### config.mk
export PLATFORM = sky130hd
export DESIGN_NAME = sram_ctl
export DESIGN_NICKNAME = d
export VERILOG_FILES = /design/src/rtl/sram_ctl_pkg.sv /design/src/rtl/sram_ctl_ctrl.sv /design/src/rtl/sram_ctl_dp.sv /design/src/rtl/sram_ctl.sv
export SDC_FILE = /design/constraint.sdc
export NUM_CORES = 1
export LEC_CHECK = 0
export ABC_AREA = 1
export BUFFER_PORTS_ARGS = -buffer_cell sky130_fd_sc_hd__buf_2
export CAP_MARGIN = 20
export CORE_MARGIN = 4
export CORE_UTILIZATION = 51
export CTS_CLUSTER_SIZE = 25
export DETAILED_ROUTE_END_ITERATION = 10
export PLACE_DENSITY = 0.91
export SYNTH_ARGS = -nofsm -noshare
export SYNTH_HDL_FRONTEND = slang
export SYNTH_SLANG_ARGS = --single-unit
export TNS_END_PERCENT = 1
### constraint.sdc
create_clock -name clk -period 4 [get_ports clk]
set_clock_uncertainty 0.15 [all_clocks]
set_input_delay 0.4 -clock clk [delete_from_list [all_inputs] [get_ports clk]]
set_output_delay 0.4 -clock clk [all_outputs]
set_load 0.005 [all_outputs]
### src/rtl/sram_ctl_pkg.sv
package sram_ctl_pkg;

  // Strobes from the sequencer to the datapath; all pins active low except dqOe.
  typedef struct packed {
    logic csN;
    logic oeN;
    logic weN;
    logic dqOe;
  } strobe_t;

  typedef enum logic [2:0] {
    ST_IDLE,
    ST_RD_ACC,
    ST_RD_REL,
    ST_WR_PULSE,
    ST_WR_HOLD,
    ST_WR_PAD
  } state_e;

  localparam strobe_t STROBE_IDLE = '{csN: 1'b1, oeN: 1'b1, weN: 1'b1, dqOe: 1'b0};

  // Whole cycles needed to cover a minimum given in nanoseconds.
  function automatic int nsToCycles(input int ns, input int clkNs);
    return (ns + clkNs - 1) / clkNs;
  endfunction

  function automatic int maxOf(input int a, input int b);
    return (a > b) ? a : b;
  endfunction

endpackage

### src/rtl/sram_ctl_ctrl.sv
module sram_ctl_ctrl
  import sram_ctl_pkg::*;
#(
  parameter int RD_CYC   = 14,
  parameter int REL_CYC  = 5,
  parameter int WP_CYC   = 12,
  parameter int HOLD_CYC = 1,
  parameter int PAD_CYC  = 1
) (
  input  logic    clk,
  input  logic    rstN,
  input  logic    reqValid,
  input  logic    reqWrite,
  output logic    reqReady,
  output logic    accept,
  output logic    capture,
  output strobe_t strobe
);

  localparam int MAX_CYC = maxOf(maxOf(RD_CYC, REL_CYC), maxOf(maxOf(WP_CYC, HOLD_CYC), PAD_CYC));
  localparam int CNT_W   = $clog2(MAX_CYC + 1);

  state_e state, stateNxt;
  logic [CNT_W-1:0] cnt, cntNxt;
  logic done;

  function automatic strobe_t decode(input state_e s);
    strobe_t v;
    v.csN  = !(s inside {ST_RD_ACC, ST_WR_PULSE, ST_WR_HOLD});
    v.oeN  = (s != ST_RD_ACC);
    v.weN  = (s != ST_WR_PULSE);
    v.dqOe = (s inside {ST_WR_PULSE, ST_WR_HOLD});
    return v;
  endfunction

  assign done     = (cnt == '0);
  assign reqReady = (state == ST_IDLE);
  assign accept   = reqValid && reqReady;
  assign capture  = (state == ST_RD_ACC) && done;

  always_comb begin
    stateNxt = state;
    cntNxt   = done ? cnt : cnt - 1'b1;
    unique case (state)
      ST_IDLE: begin
        if (accept) begin
          if (reqWrite) begin
            stateNxt = ST_WR_PULSE;
            cntNxt   = CNT_W'(WP_CYC - 1);
          end else begin
            stateNxt = ST_RD_ACC;
            cntNxt   = CNT_W'(RD_CYC - 1);
          end
        end
      end
      ST_RD_ACC: begin
        if (done) begin
          stateNxt = ST_RD_REL;
          cntNxt   = CNT_W'(REL_CYC - 1);
        end
      end
      ST_RD_REL: begin
        if (done) stateNxt = ST_IDLE;
      end
      ST_WR_PULSE: begin
        if (done) begin
          stateNxt = ST_WR_HOLD;
          cntNxt   = CNT_W'(HOLD_CYC - 1);
        end
      end
      ST_WR_HOLD: begin
        if (done) begin
          if (PAD_CYC > 0) begin
            stateNxt = ST_WR_PAD;
            cntNxt   = CNT_W'(maxOf(PAD_CYC, 1) - 1);
          end else begin
            stateNxt = ST_IDLE;
          end
        end
      end
      ST_WR_PAD: begin
        if (done) stateNxt = ST_IDLE;
      end
      default: stateNxt = ST_IDLE;
    endcase
  end

  // Strobes are registered from the next state so the pins come straight off flops.
  always_ff @(posedge clk) begin
    if (!rstN) begin
      state  <= ST_IDLE;
      cnt    <= '0;
      strobe <= STROBE_IDLE;
    end else begin
      state  <= stateNxt;
      cnt    <= cntNxt;
      strobe <= decode(stateNxt);
    end
  end

  // Cycle counters used only by the checks below.
  logic [CNT_W:0] weLowCnt;
  logic [CNT_W:0] quietCnt;

  always_ff @(posedge clk) begin
    if (!rstN) begin
      weLowCnt <= '0;
      quietCnt <= (CNT_W+1)'(REL_CYC);
    end else begin
      weLowCnt <= strobe.weN ? '0 : weLowCnt + 1'b1;
      if (!strobe.csN && !strobe.oeN) quietCnt <= '0;
      else if (quietCnt < (CNT_W+1)'(REL_CYC)) quietCnt <= quietCnt + 1'b1;
    end
  end

  AST_IDLE_STANDBY: assert property (@(posedge clk) disable iff (!rstN)
    reqReady |-> (strobe.csN && strobe.oeN && strobe.weN && !strobe.dqOe));

  AST_WE_WIDTH: assert property (@(posedge clk) disable iff (!rstN)
    $rose(strobe.weN) |-> (weLowCnt == (CNT_W+1)'(WP_CYC)));

  AST_DQ_HOLD: assert property (@(posedge clk) disable iff (!rstN)
    $fell(strobe.dqOe) |-> $past(strobe.weN));

  AST_DQ_TURN: assert property (@(posedge clk) disable iff (!rstN)
    $rose(strobe.dqOe) |-> (quietCnt >= (CNT_W+1)'(REL_CYC)));

  AST_NO_CLASH: assert property (@(posedge clk) disable iff (!rstN)
    strobe.dqOe |-> strobe.oeN);

endmodule

### src/rtl/sram_ctl_dp.sv
module sram_ctl_dp
  import sram_ctl_pkg::*;
#(
  parameter int ADDR_W = 19,
  parameter int DATA_W = 8
) (
  input  logic              clk,
  input  logic              rstN,
  input  logic              accept,
  input  logic              capture,
  input  strobe_t           strobe,
  input  logic [ADDR_W-1:0] reqAddr,
  input  logic [DATA_W-1:0] reqWdata,
  input  logic [DATA_W-1:0] memDqIn,
  output logic [ADDR_W-1:0] memAddr,
  output logic [DATA_W-1:0] memDqOut,
  output logic              memCsN,
  output logic              memOeN,
  output logic              memWeN,
  output logic              memDqOe,
  output logic              rspValid,
  output logic [DATA_W-1:0] rspData
);

  logic [ADDR_W-1:0] addrQ;
  logic [DATA_W-1:0] wdataQ;

  // Address and write data are latched once per access and held until the next one.
  always_ff @(posedge clk) begin
    if (!rstN) begin
      addrQ  <= '0;
      wdataQ <= '0;
    end else if (accept) begin
      addrQ  <= reqAddr;
      wdataQ <= reqWdata;
    end
  end

  always_ff @(posedge clk) begin
    if (!rstN) begin
      rspValid <= 1'b0;
      rspData  <= '0;
    end else begin
      rspValid <= capture;
      if (capture) rspData <= memDqIn;
    end
  end

  assign memAddr  = addrQ;
  assign memDqOut = wdataQ;
  assign memCsN   = strobe.csN;
  assign memOeN   = strobe.oeN;
  assign memWeN   = strobe.weN;
  assign memDqOe  = strobe.dqOe;

  AST_ADDR_STABLE: assert property (@(posedge clk) disable iff (!rstN)
    (!memCsN && $past(!memCsN)) |-> $stable(memAddr));

  AST_RSP_PULSE: assert property (@(posedge clk) disable iff (!rstN)
    rspValid |=> !rspValid);

endmodule

### src/rtl/sram_ctl.sv
module sram_ctl
  import sram_ctl_pkg::*;
#(
  parameter int ADDR_W = 19,
  parameter int DATA_W = 8,
  parameter int CLK_NS = 5,
  parameter int T_RC   = 70,
  parameter int T_AA   = 70,
  parameter int T_OE   = 35,
  parameter int T_HZ   = 25,
  parameter int T_WC   = 70,
  parameter int T_WP   = 50,
  parameter int T_CW   = 60,
  parameter int T_AW   = 60,
  parameter int T_DW   = 30,
  parameter int T_AH   = 5,
  parameter int T_DH   = 0
) (
  input  logic              clk,
  input  logic              rstN,
  input  logic              reqValid,
  output logic              reqReady,
  input  logic              reqWrite,
  input  logic [ADDR_W-1:0] reqAddr,
  input  logic [DATA_W-1:0] reqWdata,
  output logic              rspValid,
  output logic [DATA_W-1:0] rspData,
  output logic [ADDR_W-1:0] memAddr,
  output logic              memCsN,
  output logic              memOeN,
  output logic              memWeN,
  output logic [DATA_W-1:0] memDqOut,
  input  logic [DATA_W-1:0] memDqIn,
  output logic              memDqOe
);

  localparam int RD_CYC   = maxOf(1, nsToCycles(maxOf(T_RC, maxOf(T_AA, T_OE)), CLK_NS));
  localparam int REL_CYC  = maxOf(1, nsToCycles(T_HZ, CLK_NS));
  localparam int WP_CYC   = maxOf(1, nsToCycles(maxOf(maxOf(T_WP, T_DW), maxOf(T_CW, T_AW)), CLK_NS));
  localparam int HOLD_CYC = maxOf(1, nsToCycles(maxOf(T_AH, T_DH), CLK_NS));
  localparam int WC_CYC   = nsToCycles(T_WC, CLK_NS);
  localparam int PAD_CYC  = maxOf(0, WC_CYC - WP_CYC - HOLD_CYC);

  strobe_t strobe;
  logic    accept;
  logic    capture;

  sram_ctl_ctrl #(
    .RD_CYC  (RD_CYC),
    .REL_CYC (REL_CYC),
    .WP_CYC  (WP_CYC),
    .HOLD_CYC(HOLD_CYC),
    .PAD_CYC (PAD_CYC)
  ) uCtrl (
    .clk     (clk),
    .rstN    (rstN),
    .reqValid(reqValid),
    .reqWrite(reqWrite),
    .reqReady(reqReady),
    .accept  (accept),
    .capture (capture),
    .strobe  (strobe)
  );

  sram_ctl_dp #(
    .ADDR_W(ADDR_W),
    .DATA_W(DATA_W)
  ) uDp (
    .clk     (clk),
    .rstN    (rstN),
    .accept  (accept),
    .capture (capture),
    .strobe  (strobe),
    .reqAddr (reqAddr),
    .reqWdata(reqWdata),
    .memDqIn (memDqIn),
    .memAddr (memAddr),
    .memDqOut(memDqOut),
    .memCsN  (memCsN),
    .memOeN  (memOeN),
    .memWeN  (memWeN),
    .memDqOe (memDqOe),
    .rspValid(rspValid),
    .rspData (rspData)
  );

endmodule

# Word-level counts from Yosys, hierarchy flattened
# Cells that the tools add are included.
[classes] n_addsub=1 n_eq_ne=10 muxes=13 n_reduce_logical=9
[ops] operator="3-bit two-way mux" n=6
[ops] operator="4-bit two-way mux" n=4
[ops] operator="3-bit case mux with 5 select lines" n=1
[ops] operator="4-bit case mux with 3 select lines" n=1
[ops] operator="3-bit by 2-bit equality test with 1-bit output (second input constant)" n=3
[ops] operator="3-bit equality test (second input constant)" n=3
[ops] operator="3-bit by 1-bit equality test with 1-bit output (second input constant)" n=2
[ops] operator="4-bit zero test" n=1
[ops] operator="2-bit OR reduction" n=2
[ops] operator="4-bit by 1-bit subtractor with 4-bit output (second input constant)" n=1
[ops] operator="3-bit zero test" n=1
[ops] operator="3-bit by 1-bit inequality test with 1-bit output (second input constant)" n=1
[ops] operator="3-bit by 2-bit inequality test with 1-bit output (second input constant)" n=1
[ops] operator="3-bit nonzero test" n=1
[ops] operator="1-bit logical AND" n=2
[ops] operator="2-bit two-way mux" n=1
[ops] operator="2-bit nonzero test" n=1
[ops] operator="1-bit zero test" n=1
[totals] ff_bits=47 inputBits=39 out_inout_bits=41 elab_cells=43

# Logic depth before layout (Yosys ltp)
[logic_depth] depth_word=7 mapped_depth=10 mapped_depth_nobuf=9

# Hierarchy
# A second synthesis with hierarchy kept.
[hier_totals] cells_unflattened=321 area_unflattened_um2=2192.1
[modules_own_cells] module="sram_ctl_dp" n_inst=1 cells_per_inst=229 area_each_um2=1535.2 seq_area_each_um2=720.7
[modules_own_cells] module="sram_ctl_ctrl" n_inst=1 cells_per_inst=92 area_each_um2=656.9 seq_area_each_um2=220.2

# Least setup slack after synthesis
# Ideal clock, no wire load.
[synth_path] path_type="flip-flop to flip-flop" start="register uCtrl.cnt[0]" end="register uCtrl.cnt[0]" setup_time_ps=56 t_arrival_ps=1290 t_required_ps=3794 slack_ps=2503 path_stages_with_launch=9 path_buffers=1 period_less_slack_ps=1497 cell_sequence="dfxtp_1 -> inv_1 -> ha_1 -> buf_2 -> nand2_2 -> ha_1 -> o211ai_1 -> nand2_1 -> inv_1"
[synth_between] elab_chain_len=4 word_cells_on_any_way=7 cone_classes="add/sub (1); mux (5); reduce/logical (1)"
[synth_rtl] item="from (decl)" line_no="sram_ctl_ctrl.sv:24" text="logic [CNT_W-1:0] cnt, cntNxt;"
[synth_rtl] item="from (signal assigned)" line_no="sram_ctl_ctrl.sv:96" text="cnt <= cntNxt;"
[synth_rtl] item="4-bit by 1-bit subtractor with 4-bit output or 4-bit zero test (tied branches)" line_no="sram_ctl_ctrl.sv:43, sram_ctl_ctrl.sv:36"
[synth_rtl] item="4-bit two-way mux" line_no="sram_ctl_ctrl.sv:43" text="cntNxt = done ? cnt : cnt - 1'b1;"
[synth_rtl] item="4-bit two-way mux, on equally long branches" line_no="sram_ctl_ctrl.sv:72, sram_ctl_ctrl.sv:46, sram_ctl_ctrl.sv:57"
[synth_rtl] item="4-bit case mux with 3 select lines (*)" line_no="sram_ctl_ctrl.sv:44" text="unique case (state)"
# Every way passes the cells marked *; elsewhere a longest branch is shown, timed or not.
# A chain may end at the register's enable or synchronous reset.

# Worst setup path in the final report
[layout_path] start="register uCtrl.state[1]" end="output reqReady"
[layout_between] elab_chain_len=1
[layout_rtl] item="from (decl)" line_no="sram_ctl_ctrl.sv:23" text="state_e state, stateNxt;"
[layout_rtl] item="from (signal assigned)" line_no="sram_ctl_ctrl.sv:95" text="state <= stateNxt;"
[layout_rtl] item="3-bit zero test" line_no="sram_ctl_ctrl.sv:37" text="assign reqReady = (state == ST_IDLE);"
[layout_rtl] item="to (decl)" line_no="sram_ctl.sv:22" text="output logic reqReady,"
# No other way between the ends.

==> impl_metrics.json <==
{
  "syn_nets": 286,
  "synth_area_leader_cell": "dfxtp_1",
  "htreeDepth": 2,
  "max_cap_violations": 0,
  "ir_drop_v": 0.000297,
  "grt_pass1_wl_um": 7180,
  "grt_pass1_vias": 1644,
  "criticalPathCategory": "register to output port",
  "dpl.cell_count": 357,
  "root_buffer": "clkbuf_8",
  "dieArea_um2": 4990,
  "path_max_fanout": 29,
  "yosys.area_share.simple": 0.308,
  "cts_hold_buf": 0,
  "synth-edff-count": 0,
  "min_period_over_period": 0.570,
  "combPwrFrac": 0.409,
  "hp-class": "primary input to register",
  "globalRouteOverflowTotal": 0,
  "powerDensity_nw_per_um2": 630,
  "leakagePower_uw": 0.00117,
  "crit_path_end_kind": "output port",
  "final_util": 0.656,
  "postSynthAreaPerCell_um2": 8.17,
  "outcome": "finished, final reports clean",
  "wl_um": 4430,
  "synth_top_family_by_area": "simple AND/OR/NAND/NOR gates",
  "synthMuxAreaShare": 0,
  "synth-xor-area-share": 0.00438,
  "wl_per_cell_um": 12.1,
  "crit_required_ps": 3450,
  "crit_start": "uCtrl.state[1]$_SDFF_PN0_",
  "clk_latency_ps": 290,
  "hold_ws_ps": 208,
  "dominantRegCellSynth": "dfxtp_1",
  "cts_tree": "done",
  "die_h_um": 70.6,
  "switching_share": 0.390,
  "arrival_ps": 1730,
  "setup-violations-final": 0,
  "grt_setup_unrepaired": "false",
  "drt_first_iter_violations": 126,
  "groute.usage.overall": 0.174,
  "slew_headroom": 0.271,
  "ant_nets": 0,
  "drive_above_1_share": 0.363,
  "ys_top_cells_by_area": "dfxtp_1 (47%), nand2_1 (9.0%), nand3_1 (7.0%), nand3_2 (5.5%), nor2_1 (4.9%)",
  "syn_to_final_growth_pct": 21.8,
  "clk_path_buf_depth": 2,
  "tightest_slew_ps": 1090,
  "rows": 22,
  "die_w_um": 70.6,
  "cts_resized": 0,
  "firstDrtPassIters": 4,
  "clk_pin_slew_ps": 80,
  "hold_violations": 0,
  "synthArstFlopShare": 0,
  "final_cells": 365,
  "yosysSeqAreaShare": 0.470,
  "r2r-start": "uCtrl.cnt[0]$_SDFF_PN0_",
  "period_needed_ps": 2280,
  "syn_area_um2": 2000,
  "clock-sinks": 47,
  "ys_ff_latch": 47,
  "route.detailed.vias_per_inst": 5.01,
  "ys_warn_count": 0,
  "hp-start": "reqAddr[13]",
  "gp_congestion": 0.783,
  "seqPwrFrac": 0.420,
  "synthAdderAreaFrac": 0.0125,
  "intPower_uw": 937,
  "io_pins": 80,
  "numCtsBuffers": 5,
  "io_buffer_count": 79,
  "core_um2": 3720,
  "synthCells": 245,
  "grt_max_degree": 36,
  "power_switching_uw": 598,
  "max_freq_mhz": 438,
  "slew_viol_final": 0,
  "synth_compound_area_frac": 0.124,
  "tns_ps": 0,
  "vias": 1828,
  "yosys.cell_types.count": 26,
  "dp_hpwl_um": 3170,
  "antenna_found_initial": 0,
  "diodes": 0,
  "power_frac_clock": 0.172,
  "start_kind": "register",
  "synth_top_area_share": 0.470,
  "final_net_count": 357,
  "post_cts_buffers": 0,
  "start_util": 0.538,
  "drc_errors": 0
}
[cells by family (layout without fill, tap and decap cells)]
group / count (synthesis) / after routing
AO/OA/AOI/OAI: 41 / 41
XOR/XNOR: 1 / 1
adder cells (fa/ha/maj): 2 / 2
buffers and inverters: 31 / 103
flip-flops: 47 / 47
AND/OR/NAND/NOR: 123 / 123
[power groups by stage]
stage / Clock (uW) / Sequential (uW) / Combinational (uW)
2_1_floorplan: 0 / 659 / 497
3_3_place_gp: 0 / 650 / 611
3_5_place_dp: 0 / 655 / 631
4_1_cts: 272 / 646 / 633
5_1_grt: 292 / 660 / 702
6_report: 263 / 645 / 628
[cell usage in the layout (no fill, tap or decap)]
cell type,count
o21ai_2,1
inv_1,13
inv_2,3
nor3_1,1
or2_0,1
nor2_1,26
a21oi_2,10
xor2_1,1
nand3_4,1
nand4_1,3
nand3_2,11
a21oi_1,19
o211ai_1,1
nor2_4,3
clkbuf_1,2
o21ai_0,9
o21ai_1,1
dfxtp_1,47
nand2_2,1
nand2_1,48
nand3_1,28
clkbuf_8,5
clkinv_2,1
buf_2,79
ha_1,2
[final cells by class]
| class | count | area, um^2 |
|---|---|---|
| tap | 48 | 60.1 |
| clock inverter | 1 | 5.00 |
| timing repair buffer | 79 | 395 |
| inverter | 16 | 60.1 |
| clock buffer | 7 | 76.3 |
| multi-input combinational | 167 | 898 |
| sequential | 47 | 941 |
| fill | 331 | 1280 |
[final timing paths]
check                           depth (start not counted)                           end  slack (ps)
worst max register to register                          6   uDp.rspData[4]$_SDFFE_PN0P_        2030
worst min-delay path                                    3  uDp.memAddr[13]$_SDFFE_PN0P_         210
worst min register to register                          2   uDp.memAddr[3]$_SDFFE_PN0P_         310
worst max-delay path                                    4                      reqReady        1720
[Yosys cell counts, types with 2 or more instances]
master / n
nand2_1: 48
dfxtp_1: 47
nand3_1: 28
nor2_1: 26
a21oi_1: 19
inv_1: 13
nand3_2: 11
a21oi_2: 10
o21ai_0: 9
buf_2: 5
buf_4: 4
clkbuf_1: 4
inv_2: 3
nand4_1: 3
nor2_4: 3
ha_1: 2
[registers in the layout (all words and copies together), names as in the netlist]
name / cells
uCtrl.cnt: 4
uDp.memDqOut: 8
uCtrl.strobe: 4
uCtrl.state: 3
uDp.rspValid: 1
uDp.rspData: 8
uDp.memAddr: 19
[per-layer routing]
layer / up-vias / part of all wire / GRT usage / wire length [um]
li1: 942 / - / - / -
met1: 815 / 0.41 / 0.205 / 1840
met2: 69 / 0.50 / 0.313 / 2240
met3: 2 / 0.079 / 0.0554 / 348
met4: 0 / 0.0025 / 0.0313 / 11
met5: - / 0 / 0 / 0
[worst max-delay path, cell delays in order, from the launching register on]
cell and delay, ps:
dfxtp_1 370, nor2_4 200, inv_2 70, nor2_4 560, buf_2 230
[per-stage QoR]
stage               setup WS (ps)  area, um^2  power, uW
finish                       1720        2440       1540
global route                 1590        2440       1660
CTS                          1700        2440       1550
detailed placement           1930        2350       1290
global placement             1970        2350       1260
floorplan                    2500        2000       1160
Note: power is estimated with default switching activity, not from simulation.
